===== src/rtl/atx_pkg.sv =====
package atx_pkg;
  localparam int SAMPLE_W = 20;
  typedef logic [SAMPLE_W-1:0] sample_t;

  typedef enum logic [1:0] {
    SZ16 = 2'd0,
    SZ18 = 2'd1,
    SZ20 = 2'd2,
    SZ12 = 2'd3
  } size_code_e;

  // normal-mode alignment shift per width code
  function automatic logic [3:0] norm_shift(input logic [1:0] code);
    case (size_code_e'(code))
      SZ16:    return 4'd4;
      SZ18:    return 4'd2;
      SZ20:    return 4'd0;
      default: return 4'd8;
    endcase
  endfunction

  // packed mode only exists for 12/16-bit widths
  function automatic logic pack_allowed(input logic [1:0] code);
    return (size_code_e'(code) == SZ16) || (size_code_e'(code) == SZ12);
  endfunction
endpackage


===== src/rtl/atx_pack.sv =====
module atx_pack
  import atx_pkg::*;
#(
  parameter int WORD_W = 32
) (
  input  logic [WORD_W-1:0] word,
  input  logic [1:0]        code,
  input  logic              compact_req,
  output sample_t           samp0,
  output sample_t           samp1,
  output logic              two
);
  localparam int HALF_W = WORD_W / 2;

  logic [WORD_W-1:0] lo_ext, hi_ext, t_norm, t_lo, t_hi;
  logic [3:0]        pshift;

  always_comb begin
    two    = compact_req && pack_allowed(code);
    pshift = (size_code_e'(code) == SZ12) ? 4'd8 : 4'd4;
    lo_ext = {{(WORD_W-HALF_W){1'b0}}, word[HALF_W-1:0]};
    hi_ext = {{(WORD_W-HALF_W){1'b0}}, word[WORD_W-1:HALF_W]};
    t_norm = word << norm_shift(code);
    t_lo   = lo_ext << pshift;
    t_hi   = hi_ext << pshift;
    if (two) begin
      samp0 = t_lo[SAMPLE_W-1:0];
      samp1 = t_hi[SAMPLE_W-1:0];
    end else begin
      samp0 = t_norm[SAMPLE_W-1:0];
      samp1 = '0;
    end
  end
endmodule


===== src/rtl/atx_ring.sv =====
module atx_ring
  import atx_pkg::*;
#(
  parameter int DEPTH = 8
) (
  input  logic                      clk,
  input  logic                      rst_n,
  input  logic                      push,
  input  logic                      two,
  input  sample_t                   d0,
  input  sample_t                   d1,
  input  logic                      pop,
  output sample_t                   rd0,
  output sample_t                   rd1,
  output logic [$clog2(DEPTH):0]    level,
  output logic [$clog2(DEPTH):0]    level_nx
);
  localparam int AW = $clog2(DEPTH);
  localparam int LW = AW + 1;

  sample_t        mem [DEPTH];
  logic [AW-1:0]  wr_ptr, rd_ptr, wr_ptr1, rd_ptr1;
  logic [LW-1:0]  n_in, n_out;

  assign wr_ptr1 = wr_ptr + AW'(1);
  assign rd_ptr1 = rd_ptr + AW'(1);
  assign rd0     = mem[rd_ptr];
  assign rd1     = mem[rd_ptr1];

  assign n_in     = push ? (two ? LW'(2) : LW'(1)) : LW'(0);
  assign n_out    = pop ? LW'(2) : LW'(0);
  assign level_nx = level + n_in - n_out;

  always_ff @(posedge clk) begin
    if (push) begin
      mem[wr_ptr] <= d0;
      if (two) mem[wr_ptr1] <= d1;
    end
  end

  always_ff @(posedge clk) begin
    if (!rst_n) begin
      wr_ptr <= '0;
      rd_ptr <= '0;
      level  <= '0;
    end else begin
      wr_ptr <= wr_ptr + n_in[AW-1:0];
      if (pop) rd_ptr <= rd_ptr + AW'(2);
      level  <= level_nx;
    end
  end

  AST_NO_OVERFLOW: assert property (@(posedge clk) disable iff (!rst_n)
    level <= LW'(DEPTH));
  AST_POP_AVAIL: assert property (@(posedge clk) disable iff (!rst_n)
    pop |-> level >= LW'(2));
endmodule


===== src/rtl/atx_status.sv =====
module atx_status #(
  parameter int DEPTH = 8
) (
  input  logic                   clk,
  input  logic                   rst_n,
  input  logic                   push,
  input  logic                   pop,
  input  logic [$clog2(DEPTH):0] level_nx,
  output logic                   st_empty,
  output logic                   st_half_empty,
  output logic                   st_full,
  output logic                   st_underrun
);
  localparam int LW = $clog2(DEPTH) + 1;
  localparam logic [LW-1:0] HALF = LW'(DEPTH / 2);
  localparam logic [LW-1:0] FULL = LW'(DEPTH);

  // push rules first, pop rules last so they win
  always_ff @(posedge clk) begin
    if (!rst_n) begin
      st_empty      <= 1'b1;
      st_half_empty <= 1'b1;
      st_full       <= 1'b0;
      st_underrun   <= 1'b0;
    end else begin
      if (push) begin
        if (level_nx != '0) begin
          st_empty    <= 1'b0;
          st_underrun <= 1'b0;
        end
        if (level_nx >= HALF) st_half_empty <= 1'b0;
        if (level_nx >= FULL) st_full       <= 1'b1;
      end
      if (pop) begin
        st_full <= 1'b0;
        if (level_nx <= HALF) st_half_empty <= 1'b1;
        if (level_nx == '0) begin
          st_empty    <= 1'b1;
          st_underrun <= 1'b1;
        end
      end
    end
  end

  AST_FULL_EMPTY_EXCL: assert property (@(posedge clk) disable iff (!rst_n)
    !(st_full && st_empty));
endmodule


===== src/rtl/audio_tx_fifo.sv =====
module audio_tx_fifo
  import atx_pkg::*;
#(
  parameter int DEPTH  = 8,
  parameter int WORD_W = 32
) (
  input  logic              clk,
  input  logic              rst_n,
  input  logic              tx_en,
  input  logic              slot3_en,
  input  logic              slot4_en,
  input  logic [1:0]        size_code,
  input  logic              compact_req,
  input  logic              in_valid,
  output logic              in_ready,
  input  logic [WORD_W-1:0] in_data,
  output logic              pair_valid,
  input  logic              pair_ready,
  output logic [19:0]       pair_left,
  output logic [19:0]       pair_right,
  output logic              st_empty,
  output logic              st_half_empty,
  output logic              st_full,
  output logic              st_underrun
);
  localparam int LW = $clog2(DEPTH) + 1;
  localparam logic [LW:0]   DEPTH_X = (LW+1)'(DEPTH);
  localparam logic [LW-1:0] HALF    = LW'(DEPTH / 2);

  sample_t       samp0, samp1;
  logic          two, push, pop, en_ok, burst;
  logic [LW-1:0] level, level_nx;

  atx_pack #(.WORD_W(WORD_W)) u_pack (
    .word(in_data), .code(size_code), .compact_req(compact_req),
    .samp0(samp0), .samp1(samp1), .two(two)
  );

  assign in_ready = two ? (({1'b0, level} + (LW+1)'(2)) < DEPTH_X)
                        : ({1'b0, level} < DEPTH_X);
  assign push  = in_valid && in_ready;
  assign en_ok = tx_en && (slot3_en || slot4_en);
  assign pair_valid = en_ok && ((level >= HALF) || (burst && level >= LW'(2)));
  assign pop   = pair_valid && pair_ready;

  atx_ring #(.DEPTH(DEPTH)) u_ring (
    .clk(clk), .rst_n(rst_n), .push(push), .two(two), .d0(samp0), .d1(samp1),
    .pop(pop), .rd0(pair_left), .rd1(pair_right), .level(level),
    .level_nx(level_nx)
  );

  atx_status #(.DEPTH(DEPTH)) u_status (
    .clk(clk), .rst_n(rst_n), .push(push), .pop(pop), .level_nx(level_nx),
    .st_empty(st_empty), .st_half_empty(st_half_empty), .st_full(st_full),
    .st_underrun(st_underrun)
  );

  // burst lives on after the threshold until fewer than two samples remain
  always_ff @(posedge clk) begin
    if (!rst_n)      burst <= 1'b0;
    else if (!en_ok) burst <= 1'b0;
    else if (pop)    burst <= (level_nx >= LW'(2));
  end

  AST_START_GATE: assert property (@(posedge clk) disable iff (!rst_n)
    $rose(pair_valid) |-> level >= HALF);
  AST_PAIR_HOLD: assert property (@(posedge clk) disable iff (!rst_n)
    (pair_valid && !pair_ready && en_ok) |=>
      (!en_ok || (pair_valid && $stable(pair_left) && $stable(pair_right))));
endmodule


===== config.mk =====
export PLATFORM = sky130hd
export DESIGN_NAME = audio_tx_fifo
export DESIGN_NICKNAME = d
export VERILOG_FILES = /design/src/rtl/atx_pkg.sv /design/src/rtl/atx_pack.sv /design/src/rtl/atx_ring.sv /design/src/rtl/atx_status.sv /design/src/rtl/audio_tx_fifo.sv
export SDC_FILE = /design/constraint.sdc
export NUM_CORES = 1
export LEC_CHECK = 0
export BUFFER_PORTS_ARGS = -buffer_cell sky130_fd_sc_hd__buf_2
export CAP_MARGIN = 20
export CORE_ASPECT_RATIO = 0.75
export CORE_UTILIZATION = 60
export DETAILED_ROUTE_END_ITERATION = 8
export PLACE_DENSITY_LB_ADDON = 0.08
export SLEW_MARGIN = 25
export SYNTH_ARGS = -nofsm -noshare
export SYNTH_HDL_FRONTEND = slang
export SYNTH_SLANG_ARGS = --single-unit

===== constraint.sdc =====
create_clock -name clk -period 6.1 [get_ports clk]
set_clock_uncertainty 0.15 [all_clocks]
set_input_delay 0.61 -clock clk [delete_from_list [all_inputs] [get_ports clk]]
set_output_delay 0.61 -clock clk [all_outputs]
set_load 0.02 [all_outputs]

==> flow_metrics.tcl, run 1 <==
set metrics [dict create \
    outcome "finished clean" \
    final_net_count 896 \
    worst-setup-path-type "in -> reg" \
    crit_path_end_kind "flip-flop" \
    ys_top_cells_by_count "160 x edfxtp_1, 78 x nand2_1, 77 x nor2_1" \
    flow.area_growth_from_synthesis_pct 12.7 \
    postSynthCellCount 777 \
    timing.critical_path.fanout_max 12 \
    worst_r2r_path_depth 13 \
    cellPowerDensity_mw_per_mm2 337 \
    tritoncts.num_buffers 17 \
    ctsResizeCount 0 \
    clock_sinks 176 \
    cts-hold-fix-buffers 0 \
    rsz_0062_raised_after_global_routing "no" \
    hold_path.class "in -> reg" \
    dp_worst_setup_slack_ps 1860 \
    detail_route.wirelength_um 26000 \
    initialDrtViolationCount 834 \
    master_cell_of_the_clock_root_buffer "clkbuf_16" \
    placedCellCount 1027 \
    fp.coreArea_mm2 0.0156 \
    instances_no_fill 1059 \
    grt_pass1_vias 6673 \
    max-cap-violations 0 \
    syn_avg_cell_area_um2 12.5 \
    rows 39 \
    clock_tree.buffer_depth 2 \
    groute.usage.overall 0.327 \
    final.period_utilization 0.620 \
    firstDrtPassIters 5 \
    cts_tree "yes" \
    fillers 1068 \
    place.detailed.hpwl_um 17800 \
    floorplan.initialDensity 0.626 \
    setup.worst_path.start_class "input pin" \
    finish.instance_area_mm2 0.0110 \
    drt_drc_violations_left 0 \
    antenna_violating_nets_post_route 0 \
    cell_depth_of_the_worst_hold_path 2 \
    clk_pin_slew_worst_setup_hold_paths_ps 70 \
    worst_slew_pin_slew_ps 1190 \
    yosys.area.top_type_share 0.493 \
    postSynthNetCount 832 \
    insertion_delay_ps 440 \
    cellLeakagePower_nw 3.88 \
    synthFlopType "edfxtp_1" \
    final-seq-area_mm2 0.00513 \
    synth_seq_area_share 0.526 \
    cts_setup_buffers 0 \
    drt-vias-per-instance 6.61 \
    power.ir.vdd_worst_mv 0.231 \
    timing.final.hold_violations 0 \
    post_synth_main_area_contributors "edfxtp_1 49%, mux4_2 12%, mux2i_1 4.3%, dfxtp_1 3.3%, nand2_1 3.0%" \
    synth.distinct_cells 63 \
    slew_headroom 0.202 \
    placement.cell_area_mm2 0.0103 \
    setup_viol 0 \
    layout-drive-gt1-share 0.287 \
    multi_input_comb_area_mm2 0.00436 \
    yosys.cell_count.top_type "edfxtp_1" \
    fmax_mhz 265 \
    grt_antenna_before_repair 0 \
    largest_net_degree_at_the_start_of_global_routing 48 \
    detailroute.via_count 7001 \
    syn-cell-area_mm2 0.00975 \
    ctsHtreeMaxLevel 4 \
    critical_path_required_ps 6290 \
    synth_largest_area_cell "edfxtp_1" \
    final.setup.worst_slack_ps 2320 \
    async_flop_share 0 \
    postSynthRegisterBits 176 \
    io_buffers 87 \
    chipWidth_um 149 \
    global_route.overflow_total 0 \
    design_power_total_mw 3.71 \
    n_antenna_cell 0 \
    cp_data_arrival_time_ps 3970 \
    synth_enable_flop_cells 160 \
    globalplace.congestion 0.870 \
    synth.yosys.warnings 0 \
    boundaryPins 88 \
    die_height_um 112 \
    grt_first_pass_wirelength_um 39800 \
    dieArea_mm2 0.0168 \
    finalWorstPathRequiredPeriod_ps 3780 \
    final.setup.tns_ps 0 \
    wire_per_inst_um 24.5 \
    count_of_final_max_slew_check_failures 0 \
]
## report_power, final
part / switching, mW / total [mW] / internal [mW] / leakage, nW
Clock: 0.506 / 1.16 / 0.658 / 0.297
Combinational: 0.638 / 1.01 / 0.374 / 1.99
Sequential: 0.0630 / 1.53 / 1.47 / 1.59
## registers in the layout, summed over array words and instances (netlist names), named ones only
name	count
u_ring.level	4
u_status.st_full	1
u_ring.wr_ptr	3
u_status.st_empty	1
u_status.st_underrun	1
u_ring.mem	160
burst	1
u_ring.rd_ptr	2
u_status.st_half_empty	1
## area by class of cell
cell class,instances,area share
timing repair buffer,103,0.0507
sequential,176,0.467
clock inverter,15,0.0182
tap,205,0.0234
multi-input combinational,528,0.397
clock buffer,17,0.0387
inverter,15,0.00513
## per-layer routing
layer / wire (um) / track usage / vias up / share of wire
met4: 779 / 0.133 / 0 / 0.030
li1: - / - / 3092 / -
met5: 0 / 0 / - / 0
met2: 11500 / 0.470 / 410 / 0.44
met1: 11200 / 0.484 / 3446 / 0.43
met3: 2550 / 0.0691 / 53 / 0.098
## cell families (layout without fill, tap and decap cells)
kind of cell               count (synthesis)  count (layout)  share of synthesized area
xor gates and xnor gates                   6               6                    0.00693
buffers and inverters                     73             150                     0.0397
adders and majority gates                 13              13                     0.0182
AOI/OAI and AO/OA                        163             163                      0.100
muxes                                    108             108                      0.177
DFF                                      176             176                      0.526
and+or+nand+nor                          238             238                      0.132
## worst max-delay path, cell delays in order
cell,delay (ps)
buf_2,100
inv_1,100
ha_2,370
nand3b_4,220
nor3_1,390
o21ai_1,100
buf_4,210
nor2_1,190
inv_1,90
fa_1,540
nor3b_1,240
xor2_1,200
o22ai_1,160
and3_1,220
a211oi_1,230
## metrics by stage
stage,hold slack [ps],util
4_1_cts,272,0.704
5_1_grt,292,0.705
2_1_floorplan,289,-
3_3_place_gp,310,0.662
6_report,282,0.705
3_5_place_dp,330,0.664
## cells in the final DEF (no fill, tap or decap), types with 14 or more instances in the layout
| cell | n |
|---|---|
| mux2_2 | 16 |
| dfxtp_1 | 15 |
| inv_1 | 14 |
| mux4_2 | 50 |
| buf_2 | 88 |
| a21oi_1 | 58 |
| mux2i_1 | 42 |
| edfxtp_1 | 160 |
| o21ai_0 | 47 |
| buf_4 | 14 |
| nor2_1 | 77 |
| nor3b_1 | 19 |
| clkbuf_16 | 17 |
| nand2_1 | 77 |
## worst paths after layout
kind,end,slack [ps],startpoint
max,burst,2320,size_code[1]
min,u_status.st_empty,280,rst_n
max reg2reg,burst,2600,u_ring.level[2]
min reg2reg,burst,340,burst
No activity file was read; power rests on OpenSTA's default activity.
==> run 2, diff against run 1 <==
clock period = 3.55 ns   (was 6.1 ns; I/O delays follow)
==> flow_metrics.tcl, run 2 (synthesis gave the netlist of run 1 again) <==
set metrics [dict create \
    outcome "finished clean" \
    critical_path_required_ps 3750 \
    placedCellCount 1066 \
    place.detailed.hpwl_um 18900 \
    layout-drive-gt1-share 0.313 \
    timing.critical_path.fanout_max 6 \
    cts_tree "yes" \
    worst_slew_pin_slew_ps 1040 \
    grt_most_used_layer "met2" \
    initialDrtViolationCount 905 \
    fillers 1046 \
    rsz_0062_raised_after_global_routing "no" \
    floorplan.initialDensity 0.626 \
    most_common_library_cell_in_the_layout_ignoring_fill_and_taps "edfxtp_1" \
    fmax_mhz 309 \
    grt_antenna_before_repair 3 \
    largest_net_degree_at_the_start_of_global_routing 33 \
    globalplace.congestion 0.906 \
    dieArea_mm2 0.0168 \
    chipWidth_um 149 \
    setup.worst_path.start_class "flip-flop" \
    drt-vias-per-instance 6.59 \
    firstDrtPassIters 5 \
    instances_no_fill 1099 \
    tritoncts.num_buffers 17 \
    rows 39 \
    cp_data_arrival_time_ps 3440 \
    cts-hold-fix-buffers 0 \
    final.period_utilization 0.911 \
    gr-usage-met2 0.518 \
    final_net_count 935 \
    ctsHtreeMaxLevel 4 \
    largest_register_ffs 160 \
    max-cap-violations 0 \
    wire_per_inst_um 24.3 \
    io_buffers 87 \
    ctsResizeCount 0 \
    detailroute.via_count 7246 \
    finish.utilization 0.723 \
    detail_route.wirelength_um 26700 \
    fp.coreArea_mm2 0.0156 \
    regToRegSetupSlack_ps 310 \
    grt_pass1_vias 7129 \
    cts_setup_buffers 0 \
    hold_path.class "in -> reg" \
    final_cell_mix "160 x edfxtp_1, 87 x buf_2, 78 x nand2_1, 77 x nor2_1, 58 x a21oi_1" \
    count_of_final_max_slew_check_failures 0 \
    crit_path_end_kind "flip-flop" \
    worst-setup-path-type "reg -> reg" \
    insertion_delay_ps 440 \
    clock_sinks 176 \
    finalWorstPathRequiredPeriod_ps 3240 \
    clock_tree.buffer_depth 2 \
    die_height_um 112 \
    cellLeakagePower_nw 4.09 \
    top_regs "u_ring.mem x160, u_ring.level x4, u_ring.wr_ptr x3" \
    flow.area_growth_from_synthesis_pct 15.6 \
    drt_drc_violations_left 0 \
    clk_pin_slew_worst_setup_hold_paths_ps 70 \
    slew_headroom 0.304 \
    groute.usage.overall 0.338 \
    global_route.overflow_total 0 \
    antenna_violating_nets_post_route 0 \
    master_cell_of_the_clock_root_buffer "clkbuf_16" \
    cellPowerDensity_mw_per_mm2 568 \
    grt.met3_usage 0.0813 \
    timing.final.hold_violations 0 \
    grt_first_pass_wirelength_um 40800 \
    global_route.usage.met1 0.470 \
    power.ir.vdd_worst_mv 0.351 \
    largest-register "u_ring.mem" \
    setup_viol 0 \
    boundaryPins 88 \
]
## run 2: cell types whose count changed in the layout (fill, tap and decap cells not counted), sizes merged
| cell | previous run | this run |
|---|---|---|
| buf | 103 | 142 |
| clkinv | 5 | 2 |
| diode | 0 | 2 |
| bufinv | 3 | 4 |
| clkbuf | 17 | 18 |
| clkinvlp | 3 | 2 |
| inv | 19 | 20 |
## run 2: cell type report
type | count | area, um2 | share of cell area
Inverter | 15 | 56.3 | 0.00500
Timing Repair Buffer | 142 | 873 | 0.0775
Tap cell | 205 | 256 | 0.0228
Multi-Input combinational cell | 528 | 4320 | 0.384
Sequential cell | 176 | 5120 | 0.455
Clock inverter | 13 | 198 | 0.0176
Antenna cell | 2 | 5.00 | 0.000444
Clock buffer | 18 | 429 | 0.0381
## run 2: worst paths after layout
kind / start / end / depth (start not counted)
worst max-delay path: u_ring.level[3] / burst / 14
worst min-delay path: rst_n / u_status.st_empty / 2
worst max register to register: u_ring.level[3] / burst / 14
worst min register to register: burst / burst / 2
## run 2: worst max-delay path, cell delays in order, from the launching register on
cell and delay [ps]:
dfxtp_1 410, inv_1 140, ha_1 200, nor2b_1 120, o21ai_0 220, nand3_1 240, inv_2 190, fa_1 200
inv_1 40, ha_1 210, nor3b_1 280, xor2_1 190, o22ai_1 150, and3_1 210, a211oi_1 190
## run 2: metal layers
metal / wire length, um / vias to the layer above / part of all wire
met5: 25 / - / 0.00094
li1: - / 3167 / -
met2: 12500 / 475 / 0.47
met1: 10600 / 3545 / 0.40
met4: 650 / 4 / 0.024
met3: 2890 / 55 / 0.11
## run 2: power breakdown
group          switching (mW)  total [mW]  internal [mW]
logic                    1.09        1.77          0.680
registers              0.0838        2.60           2.52
clock network           0.826        2.02           1.19
## run 2: metrics by stage
stage	instance area, um2	total power [mW]	worst slack [ps]	hold WS [ps]	setup TNS (ps)
after floorplan	9760	3.85	-848	281	-45510
after global placement	10600	4.33	199	309	0
after detailed placement	10600	4.40	1.59	305	0
after CTS	11300	6.39	259	8.83	0
after global routing	11300	6.64	51.9	23.8	0
final	11300	6.39	314	15.6	0
